[config.mk]
export PLATFORM = sky130hd
export DESIGN_NAME = trig_line_decoder
export DESIGN_NICKNAME = d
export VERILOG_FILES = /design/src/rtl/trig_pkg.sv /design/src/rtl/trig_delay_line.sv /design/src/rtl/trig_reset_detect.sv /design/src/rtl/trig_symbol_fsm.sv /design/src/rtl/trig_line_decoder.sv
export SDC_FILE = /design/constraint.sdc
export NUM_CORES = 1
export LEC_CHECK = 0
export ABC_AREA = 0
export BUFFER_PORTS_ARGS = -buffer_cell sky130_fd_sc_hd__buf_2
export CAP_MARGIN = 25
export CELL_PAD_IN_SITES_DETAIL_PLACEMENT = 0
export CELL_PAD_IN_SITES_GLOBAL_PLACEMENT = 2
export CORE_ASPECT_RATIO = 0.6
export CORE_UTILIZATION = 42
export CTS_BUF_LIST = sky130_fd_sc_hd__clkbuf_4 sky130_fd_sc_hd__clkbuf_8
export DETAILED_ROUTE_END_ITERATION = 12
export PLACE_DENSITY_LB_ADDON = 0.12
export SLEW_MARGIN = 20
export SYNTH_ARGS = -nofsm -noshare
export SYNTH_HDL_FRONTEND = slang
export SYNTH_SLANG_ARGS = --single-unit
[constraint.sdc]
create_clock -name clk_i -period 2.2 [get_ports clk_i]
set_input_delay 0.44 -clock clk_i [delete_from_list [all_inputs] [get_ports clk_i]]
set_output_delay 0.44 -clock clk_i [all_outputs]
set_load 0.02 [all_outputs]
[src/rtl/trig_pkg.sv]
package trig_pkg;
  localparam int unsigned VEC_W   = 3;
  localparam int unsigned N_TRIG  = 1 << VEC_W;
  localparam int unsigned NUM_W   = 32;
  localparam int unsigned MAX_DLY = 6;
  localparam int unsigned DLY_W   = 3;
  localparam int unsigned RST_LEN = 50;

  typedef enum logic [1:0] {
    ST_IDLE,
    ST_VEC,
    ST_NUM
  } dec_state_e;
endpackage

[src/rtl/trig_delay_line.sv]
module trig_delay_line #(
  parameter int unsigned MAX_DLY = trig_pkg::MAX_DLY,
  parameter int unsigned DLY_W   = trig_pkg::DLY_W
) (
  input  logic             clk_i,
  input  logic             rst_ni,
  input  logic             line_i,
  input  logic [DLY_W-1:0] delay_i,
  output logic             line_o
);
  logic [MAX_DLY-1:0] tap_q;
  logic [DLY_W-1:0]   sel;

  always_ff @(posedge clk_i or negedge rst_ni) begin
    if (!rst_ni) tap_q[0] <= 1'b0;
    else         tap_q[0] <= line_i;
  end

  for (genvar g = 1; g < MAX_DLY; g++) begin : g_stage
    always_ff @(posedge clk_i or negedge rst_ni) begin
      if (!rst_ni) tap_q[g] <= 1'b0;
      else         tap_q[g] <= tap_q[g-1];
    end
  end

  assign sel    = (delay_i > DLY_W'(MAX_DLY)) ? DLY_W'(MAX_DLY) : delay_i;
  assign line_o = (sel == '0) ? line_i : tap_q[sel - 1'b1];
endmodule

[src/rtl/trig_reset_detect.sv]
module trig_reset_detect #(
  parameter int unsigned RST_LEN = trig_pkg::RST_LEN
) (
  input  logic clk_i,
  input  logic rst_ni,
  input  logic line_i,
  output logic board_rst_o,
  output logic blk_o
);
  localparam int unsigned CNT_W = $clog2(RST_LEN + 1);

  logic [CNT_W-1:0] hi_cnt_q;
  logic             fire;

  // hi_cnt_q = consecutive high samples before this one, saturating
  assign fire = line_i && (hi_cnt_q == CNT_W'(RST_LEN)) && !blk_o;

  always_ff @(posedge clk_i or negedge rst_ni) begin
    if (!rst_ni) begin
      hi_cnt_q    <= '0;
      blk_o       <= 1'b0;
      board_rst_o <= 1'b0;
    end else begin
      board_rst_o <= fire;
      if (!line_i) begin
        hi_cnt_q <= '0;
        blk_o    <= 1'b0;
      end else begin
        if (hi_cnt_q != CNT_W'(RST_LEN)) hi_cnt_q <= hi_cnt_q + 1'b1;
        if (fire) blk_o <= 1'b1;
      end
    end
  end


  rst_pulse_chk: assert property (@(posedge clk_i) disable iff (!rst_ni)
    board_rst_o |=> !board_rst_o);

  rst_blocks_chk: assert property (@(posedge clk_i) disable iff (!rst_ni)
    board_rst_o |-> blk_o);

  low_release_chk: assert property (@(posedge clk_i) disable iff (!rst_ni)
    !line_i |=> !blk_o);
endmodule

[src/rtl/trig_symbol_fsm.sv]
module trig_symbol_fsm
  import trig_pkg::*;
#(
  parameter int unsigned VEC_W  = trig_pkg::VEC_W,
  parameter int unsigned N_TRIG = 1 << VEC_W,
  parameter int unsigned NUM_W  = trig_pkg::NUM_W
) (
  input  logic              clk_i,
  input  logic              rst_ni,
  input  logic              line_i,
  input  logic              blk_i,
  input  logic              num_en_i,
  output logic [N_TRIG-1:0] trig_o,
  output logic [NUM_W-1:0]  num_o,
  output logic              num_valid_o
);
  localparam int unsigned CNT_W = $clog2(NUM_W);

  dec_state_e       state_q;
  logic [CNT_W-1:0] cnt_q;
  logic [VEC_W-1:0] vec_q;
  logic [NUM_W-1:0] num_sh_q;

  always_ff @(posedge clk_i or negedge rst_ni) begin
    if (!rst_ni) begin
      state_q     <= ST_IDLE;
      cnt_q       <= '0;
      vec_q       <= '0;
      num_sh_q    <= '0;
      trig_o      <= '0;
      num_o       <= '0;
      num_valid_o <= 1'b0;
    end else begin
      trig_o      <= '0;
      num_valid_o <= 1'b0;
      if (blk_i) begin
        state_q <= ST_IDLE;
        cnt_q   <= '0;
      end else begin
        unique case (state_q)
          ST_IDLE: begin
            cnt_q <= '0;
            if (line_i) state_q <= ST_VEC;
          end
          ST_VEC: begin
            vec_q <= {vec_q[VEC_W-2:0], line_i};
            if (cnt_q == CNT_W'(VEC_W - 1)) begin
              trig_o  <= N_TRIG'(1) << {vec_q[VEC_W-2:0], line_i};
              cnt_q   <= '0;
              state_q <= num_en_i ? ST_NUM : ST_IDLE;
            end else begin
              cnt_q <= cnt_q + 1'b1;
            end
          end
          ST_NUM: begin
            num_sh_q <= {num_sh_q[NUM_W-2:0], line_i};
            if (cnt_q == CNT_W'(NUM_W - 1)) begin
              num_o       <= {num_sh_q[NUM_W-2:0], line_i};
              num_valid_o <= 1'b1;
              cnt_q       <= '0;
              state_q     <= ST_IDLE;
            end else begin
              cnt_q <= cnt_q + 1'b1;
            end
          end
          default: state_q <= ST_IDLE;
        endcase
      end
    end
  end


  trig_onehot_chk: assert property (@(posedge clk_i) disable iff (!rst_ni)
    $onehot0(trig_o));

  trig_pulse_chk: assert property (@(posedge clk_i) disable iff (!rst_ni)
    (trig_o != '0) |=> (trig_o == '0));

  num_pulse_chk: assert property (@(posedge clk_i) disable iff (!rst_ni)
    num_valid_o |=> !num_valid_o);

  blk_quiet_chk: assert property (@(posedge clk_i) disable iff (!rst_ni)
    blk_i |=> (trig_o == '0) && !num_valid_o);

  num_no_trig_chk: assert property (@(posedge clk_i) disable iff (!rst_ni)
    (state_q == ST_NUM) |=> (trig_o == '0));
endmodule

[src/rtl/trig_line_decoder.sv]
module trig_line_decoder
  import trig_pkg::*;
(
  input  logic                 clk_i,
  input  logic                 rst_ni,
  input  logic                 line_i,
  input  logic [DLY_W-1:0]     delay_i,
  input  logic                 num_en_i,
  output logic [N_TRIG-1:0]    trig_o,
  output logic [NUM_W-1:0]     num_o,
  output logic                 num_valid_o,
  output logic                 board_rst_o
);
  logic line_d;
  logic blk;

  trig_delay_line #(.MAX_DLY(MAX_DLY), .DLY_W(DLY_W)) u_dly (
    .clk_i  (clk_i),
    .rst_ni (rst_ni),
    .line_i (line_i),
    .delay_i(delay_i),
    .line_o (line_d)
  );

  trig_reset_detect #(.RST_LEN(RST_LEN)) u_rst (
    .clk_i      (clk_i),
    .rst_ni     (rst_ni),
    .line_i     (line_d),
    .board_rst_o(board_rst_o),
    .blk_o      (blk)
  );

  trig_symbol_fsm #(.VEC_W(VEC_W), .N_TRIG(N_TRIG), .NUM_W(NUM_W)) u_fsm (
    .clk_i      (clk_i),
    .rst_ni     (rst_ni),
    .line_i     (line_d),
    .blk_i      (blk),
    .num_en_i   (num_en_i),
    .trig_o     (trig_o),
    .num_o      (num_o),
    .num_valid_o(num_valid_o)
  );


  rst_quiet_chk: assert property (@(posedge clk_i) disable iff (!rst_ni)
    $rose(rst_ni) |-> (trig_o == '0) && !num_valid_o && !board_rst_o);
endmodule

; After elaboration in Yosys (flattened, before gate mapping)
; Index checks and enable logic that the tools add are counted.
[word_totals]
register_bits = 95
output_inout_bits = 42
[classes]
add_sub_neg = 3
magnitude_cmp = 2
eq_ne = 11
shift = 1
n_mux = 24
bitwise_logic = 1
n_reduce_logical = 10
[op_table]
columns = op, n
row1 = 8-bit two-way mux, 3
row2 = 5-bit two-way mux, 3
row3 = 5-bit case mux with 3 select lines, 1
row4 = 6-bit two-way mux, 2
row5 = 2-bit two-way mux, 5
row6 = 3-bit by 2-bit inequality test with 1-bit output (second input constant), 3
row7 = 1-bit by 3-bit << shifter with 8-bit output (first input constant), 1
row8 = 1-bit two-way mux, 7
row9 = 6-bit by 1-bit adder with 6-bit output (second input constant), 1
row10 = 6-bit equality test (second input constant), 1
row11 = 6-bit inequality test (second input constant), 1
row12 = 2-bit case mux with 3 select lines, 1
row13 = 3-bit AND reduction, 2
row14 = 5-bit by 1-bit adder with 5-bit output (second input constant), 1
row15 = 5-bit by 2-bit equality test with 1-bit output (second input constant), 1
row16 = 5-bit equality test (second input constant), 1
row17 = 3-bit by 4-bit less-than comparator with 1-bit output (second input constant), 1
row18 = 2-bit inequality test (second input constant), 2
row19 = 2-bit AND reduction, 2
row20 = 4-bit nonzero test, 1
row21 = 1-bit binary-select mux with 3-bit select, 1
row22 = 3-bit > comparator (second input constant), 1
row23 = 3-bit logical NOT, 1
row24 = 3-bit two-way mux, 1
row25 = 7 further kinds, 8

; Longest topological paths before layout
[depth]
depth_word = 10
depth_mapped = 8
ltp_nobuf = 7

; Hierarchy
; A second synthesis with hierarchy kept.
[unflattened]
cells_unflattened = 275
hier_area_um2 = 3888.7
[by_module_without_submodules]
columns = module, instances, cells_per_inst, area_each_um2, seq_area_each_um2
row1 = trig_symbol_fsm, 1, 218, 3206.8, 2026.9
row2 = trig_reset_detect, 1, 35, 397.9, 200.2
row3 = trig_delay_line, 1, 22, 284.0, 150.1

; Worst setup path before layout
; No wires, ideal clock.
[synth_path]
path_kind = reg-to-reg
startpoint = register u_fsm.cnt_q[0]
endpoint = register u_fsm.num_o[11]
setup_time_ns = 0.125
arrival_time_ns = 1.724
required_ns = 2.075
slack_ns = 0.352
path_stages_with_launch = 7
path_buffers = 1
period_less_slack_ns = 1.848
cell_sequence = dfrtp_1 -> ha_1 -> and3_2 -> ha_1 -> nand2_1 -> buf_2 -> mux2_2
[synth_via]
elab_chain_len = 2
[synth_lines]
columns = element, line_no
row1 = from (decl), trig_symbol_fsm.sv:20  ; logic [CNT_W-1:0] cnt_q;
row2 = from (signal assigned), trig_symbol_fsm.sv:52  ; cnt_q <= cnt_q + 1'b1;
row3 = from (signal assigned), trig_symbol_fsm.sv:63  ; cnt_q <= cnt_q + 1'b1;
row4 = 5-bit equality test, trig_symbol_fsm.sv:57  ; if (cnt_q == CNT_W'(NUM_W - 1)) begin
row5 = 3-bit AND reduction (no source line), -
row6 = to (signal assigned), trig_symbol_fsm.sv:58  ; num_o <= {num_sh_q[NUM_W-2:0], line_i};
row7 = to (decl), trig_symbol_fsm.sv:14  ; output logic [NUM_W-1:0] num_o,
; Every way passes these cells.
; A chain may end at the register's enable or synchronous reset.

; Worst setup path after layout
[layout_path]
startpoint = register u_fsm.cnt_q[0]
endpoint = register u_fsm.num_o[2]
; The elaborated chain is that of the path after synthesis.

==> run_results.csv <==
group,metric,value,unit
placement,pre_cts_ws,0.328,ns
sta,post-route-min-period,1.88,ns
sta,fin_tns_setup,0,ns
clock_network,clk_pin_slew_worst_paths,0.08,ns
worst_setup_path,crit_required,2.44,ns
worst_setup_path,path_max_fanout,34,
die,start_util,43.8,%
die,io_pins,49,
yosys,synth_warnings,0,
sta,finalSetupViolCount,0,
worst_setup_path,slowest_stage,"dfrtp_1",
yosys,synth-seq-cells,95,
clock_network,clock_sinks,95,
run_status,status,"finished, final reports clean",
worst_setup_path,cp_top_family,"flip-flops",
global_route,antenna_found_initial,0,
clock_network,cts_hold_buf,0,
sta,worst_slew_pin_slew,0.501,ns
finish,drive_above_1_share,42.9,%
yosys,syn_inst,265,
yosys,synth_edf_count,0,
placement,gp_congestion,0.705,
sta,slew_headroom,66.6,%
finish,final_common_cell,"dfrtp_1",
detailed_routing,vias,2132,
detailed_routing,wire_per_inst,14.3,um
die,die-width,124,um
finish,finalNonFillerCells,438,
detailed_routing,ant_nets,0,
yosys,syn_avg_cell_area,14.2,um2
worst_setup_path,crit_chain,"ha_1 > and3_2 > ha_1 > nand2_1 > buf_12 > mux2_2",
clock_network,cts_made_buffers,9,
worst_setup_path,crit_top_cell,"ha_1",
global_route,grt_pass1_wl,10200,um
worst_setup_path,path_buf_inv,1,
detailed_routing,first_pass_iters,5,
placement,dp.cells,423,
power,p_total,0.00393,W
worst_setup_path,crit_path_max_incr_delay,0.43,ns
yosys,synth_top_flop_cell,"dfrtp_1",
worst_setup_path,cp-end-kind,"flip-flop",
clock_network,cts-htree-levels,3,
yosys,syn-num-nets,281,
detailed_routing,drcViolationCount,0,
clock_network,clk_latency,0.35,ns
worst_setup_path,cp-start-kind,"flip-flop",
placement,dp_hpwl,4150,um
detailed_routing,drt-total-wl,6270,um
power,p_leak,2.31,nW
worst_setup_path,rrSetupSlack,0.32,ns
sta,rsz0062_at_grt,"false",
sta,final.setup.worst_slack,0.323,ns
finish,final_nets,338,
detailed_routing,vias_per_cell,4.87,
die,die_y,75.4,um
worst_setup_path,crit_type,"reg2reg",
sta,report.final.slew_viol_count,0,
finish,layout_common_cells,"dfrtp_1, mux2_2, buf_2, nand2_1, nor2_1",
placement,port_buffers,48,
clock_network,cts_tree,"built",
yosys,netlist_area,3770,um2
finish,syn_to_final_growth,16.7,%
global_route,grt_max_degree,38,
worst_setup_path,timing.rr.start,"u_fsm.cnt_q[0]",
yosys,seq_area_frac_synth,63.0,%
clock_network,clockBufferDepth,2,
die,rows,26,
clock_network,cts_resized,0,
placement,placed_area,4210,um2
worst_setup_path,r2r_end,"u_fsm.num_o[2]",
sta,period_share,85.3,%
global_route,grt_pass1_vias,1930,
finish,final_area,4400,um2
sta,max_freq,533,MHz
global_route,grt_usage,14.4,%
die,coreArea,8620,um2
die,die_area,9380,um2
clock_network,cts_setup_buffers,0,
worst_hold_path,worstHoldPathType,"in2async",
worst_setup_path,cp.arrival,2.12,ns
sta,worst_clock_skew,0.00483,ns
yosys,ys_types,36,
flow_run,maxCapViolations,0,
sta,hold_viol,0,
finish,insertedDiodeCount,0,
yosys,async_flop_share,100,%
power,max-vdd-ir-drop,0.000357,V
worst_setup_path,reg2regPathDepth,6,
worst_setup_path,worstSetupStartpoint,"u_fsm.cnt_q[0]",
global_route,globalRouteOverflowTotal,0,
power,powerDensity,893,nW/um2
detailed_routing,dr.first_iter.drc_count,55,
clock_network,cts-root-buf,"clkbuf_8",
cell usage after synthesis, types with 2 or more instances:
master,n,area [um2]
and3_1,2,12.5
nor2_1,13,48.8
nand2_1,14,52.6
a21oi_1,4,20.0
nand3_1,5,25.0
nor3_1,3,15.0
mux2_2,63,709
inv_1,8,30.0
xnor2_1,2,17.5
buf_2,8,40.0
mux2i_1,2,20.0
nor2b_1,2,12.5
ha_1,9,113
nand4_1,2,12.5
o21ai_0,6,30.0
xor2_1,3,26.3
dfrtp_1,95,2380
nor4_1,3,18.8
nand2b_1,2,12.5
a31oi_1,2,12.5
nand3b_1,2,15.0
per-layer routing:
metal	vias up	GRT usage (%)	routed length [um]
li1	1041	-	-
met1	1044	22.7	3650
met2	41	17.2	2280
met3	6	5.20	284
met4	0	5.22	61
met5	-	0	0
through the flow:
step	hold slack (ns)	util (%)
2_1_floorplan	0.144	-
3_3_place_gp	0.368	48.8
3_5_place_dp	0.359	48.8
4_1_cts	0.0499	51.1
5_1_grt	0.0705	51.1
6_report	0.0512	51.1
final cells by class:
cell class,count,area [um2]
Clock buffer,12,153
Fill cell,745,4220
Inverter,8,30.0
Timing Repair Buffer,56,340
Clock inverter,3,43.8
Sequential cell,95,2380
Tap cell,112,140
Multi-Input combinational cell,152,1320
how the worst max path moves through the flow:
stage                     cells after the start               to  slack (ns)
after global placement                        6  u_fsm.num_o[11]        0.33
final                                         6   u_fsm.num_o[2]        0.32
after detailed placement                      6   u_fsm.num_o[9]        0.33
after global routing                          6  u_fsm.num_o[26]        0.23
after CTS                                     6  u_fsm.num_o[26]        0.31
after floorplan                               6  u_fsm.num_o[11]        0.35
cell families (layout without fill, tap and decap cells):
family	after synthesis	after routing	share of synthesized area, %
flip-flops	95	95	63.0
buffers and inverters	18	79	2.25
adder cells (fa/ha/maj)	9	9	2.98
AO/OA/AOI/OAI	17	17	3.08
XOR/XNOR	5	5	1.16
multiplexers	66	66	20.0
AND/OR/NAND/NOR	55	55	7.49
report_power, final:
group,switching (W),leakage [nW],internal [W]
combinational,0.000385,0.926,0.000360
clock,0.000560,0.103,0.000577
sequential,0.000141,1.28,0.00191
total,0.00109,2.31,0.00285
worst reg2reg max path, cell delays in order, from the launching register on:
cell	delay [ns]
dfrtp_1	0.43
ha_1	0.24
and3_2	0.22
ha_1	0.19
nand2_1	0.10
buf_12	0.22
mux2_2	0.37
registers in the layout, summed over array words and instances (netlist names):
signal	flops
u_dly.tap_q	6
u_fsm.cnt_q	5
u_fsm.num_o	32
u_fsm.num_sh_q	31
u_fsm.num_valid_o	1
u_fsm.state_q	2
u_fsm.trig_o	8
u_fsm.vec_q	2
u_rst.blk_o	1
u_rst.board_rst_o	1
u_rst.hi_cnt_q	6
Power figures use the tool's default switching activity.
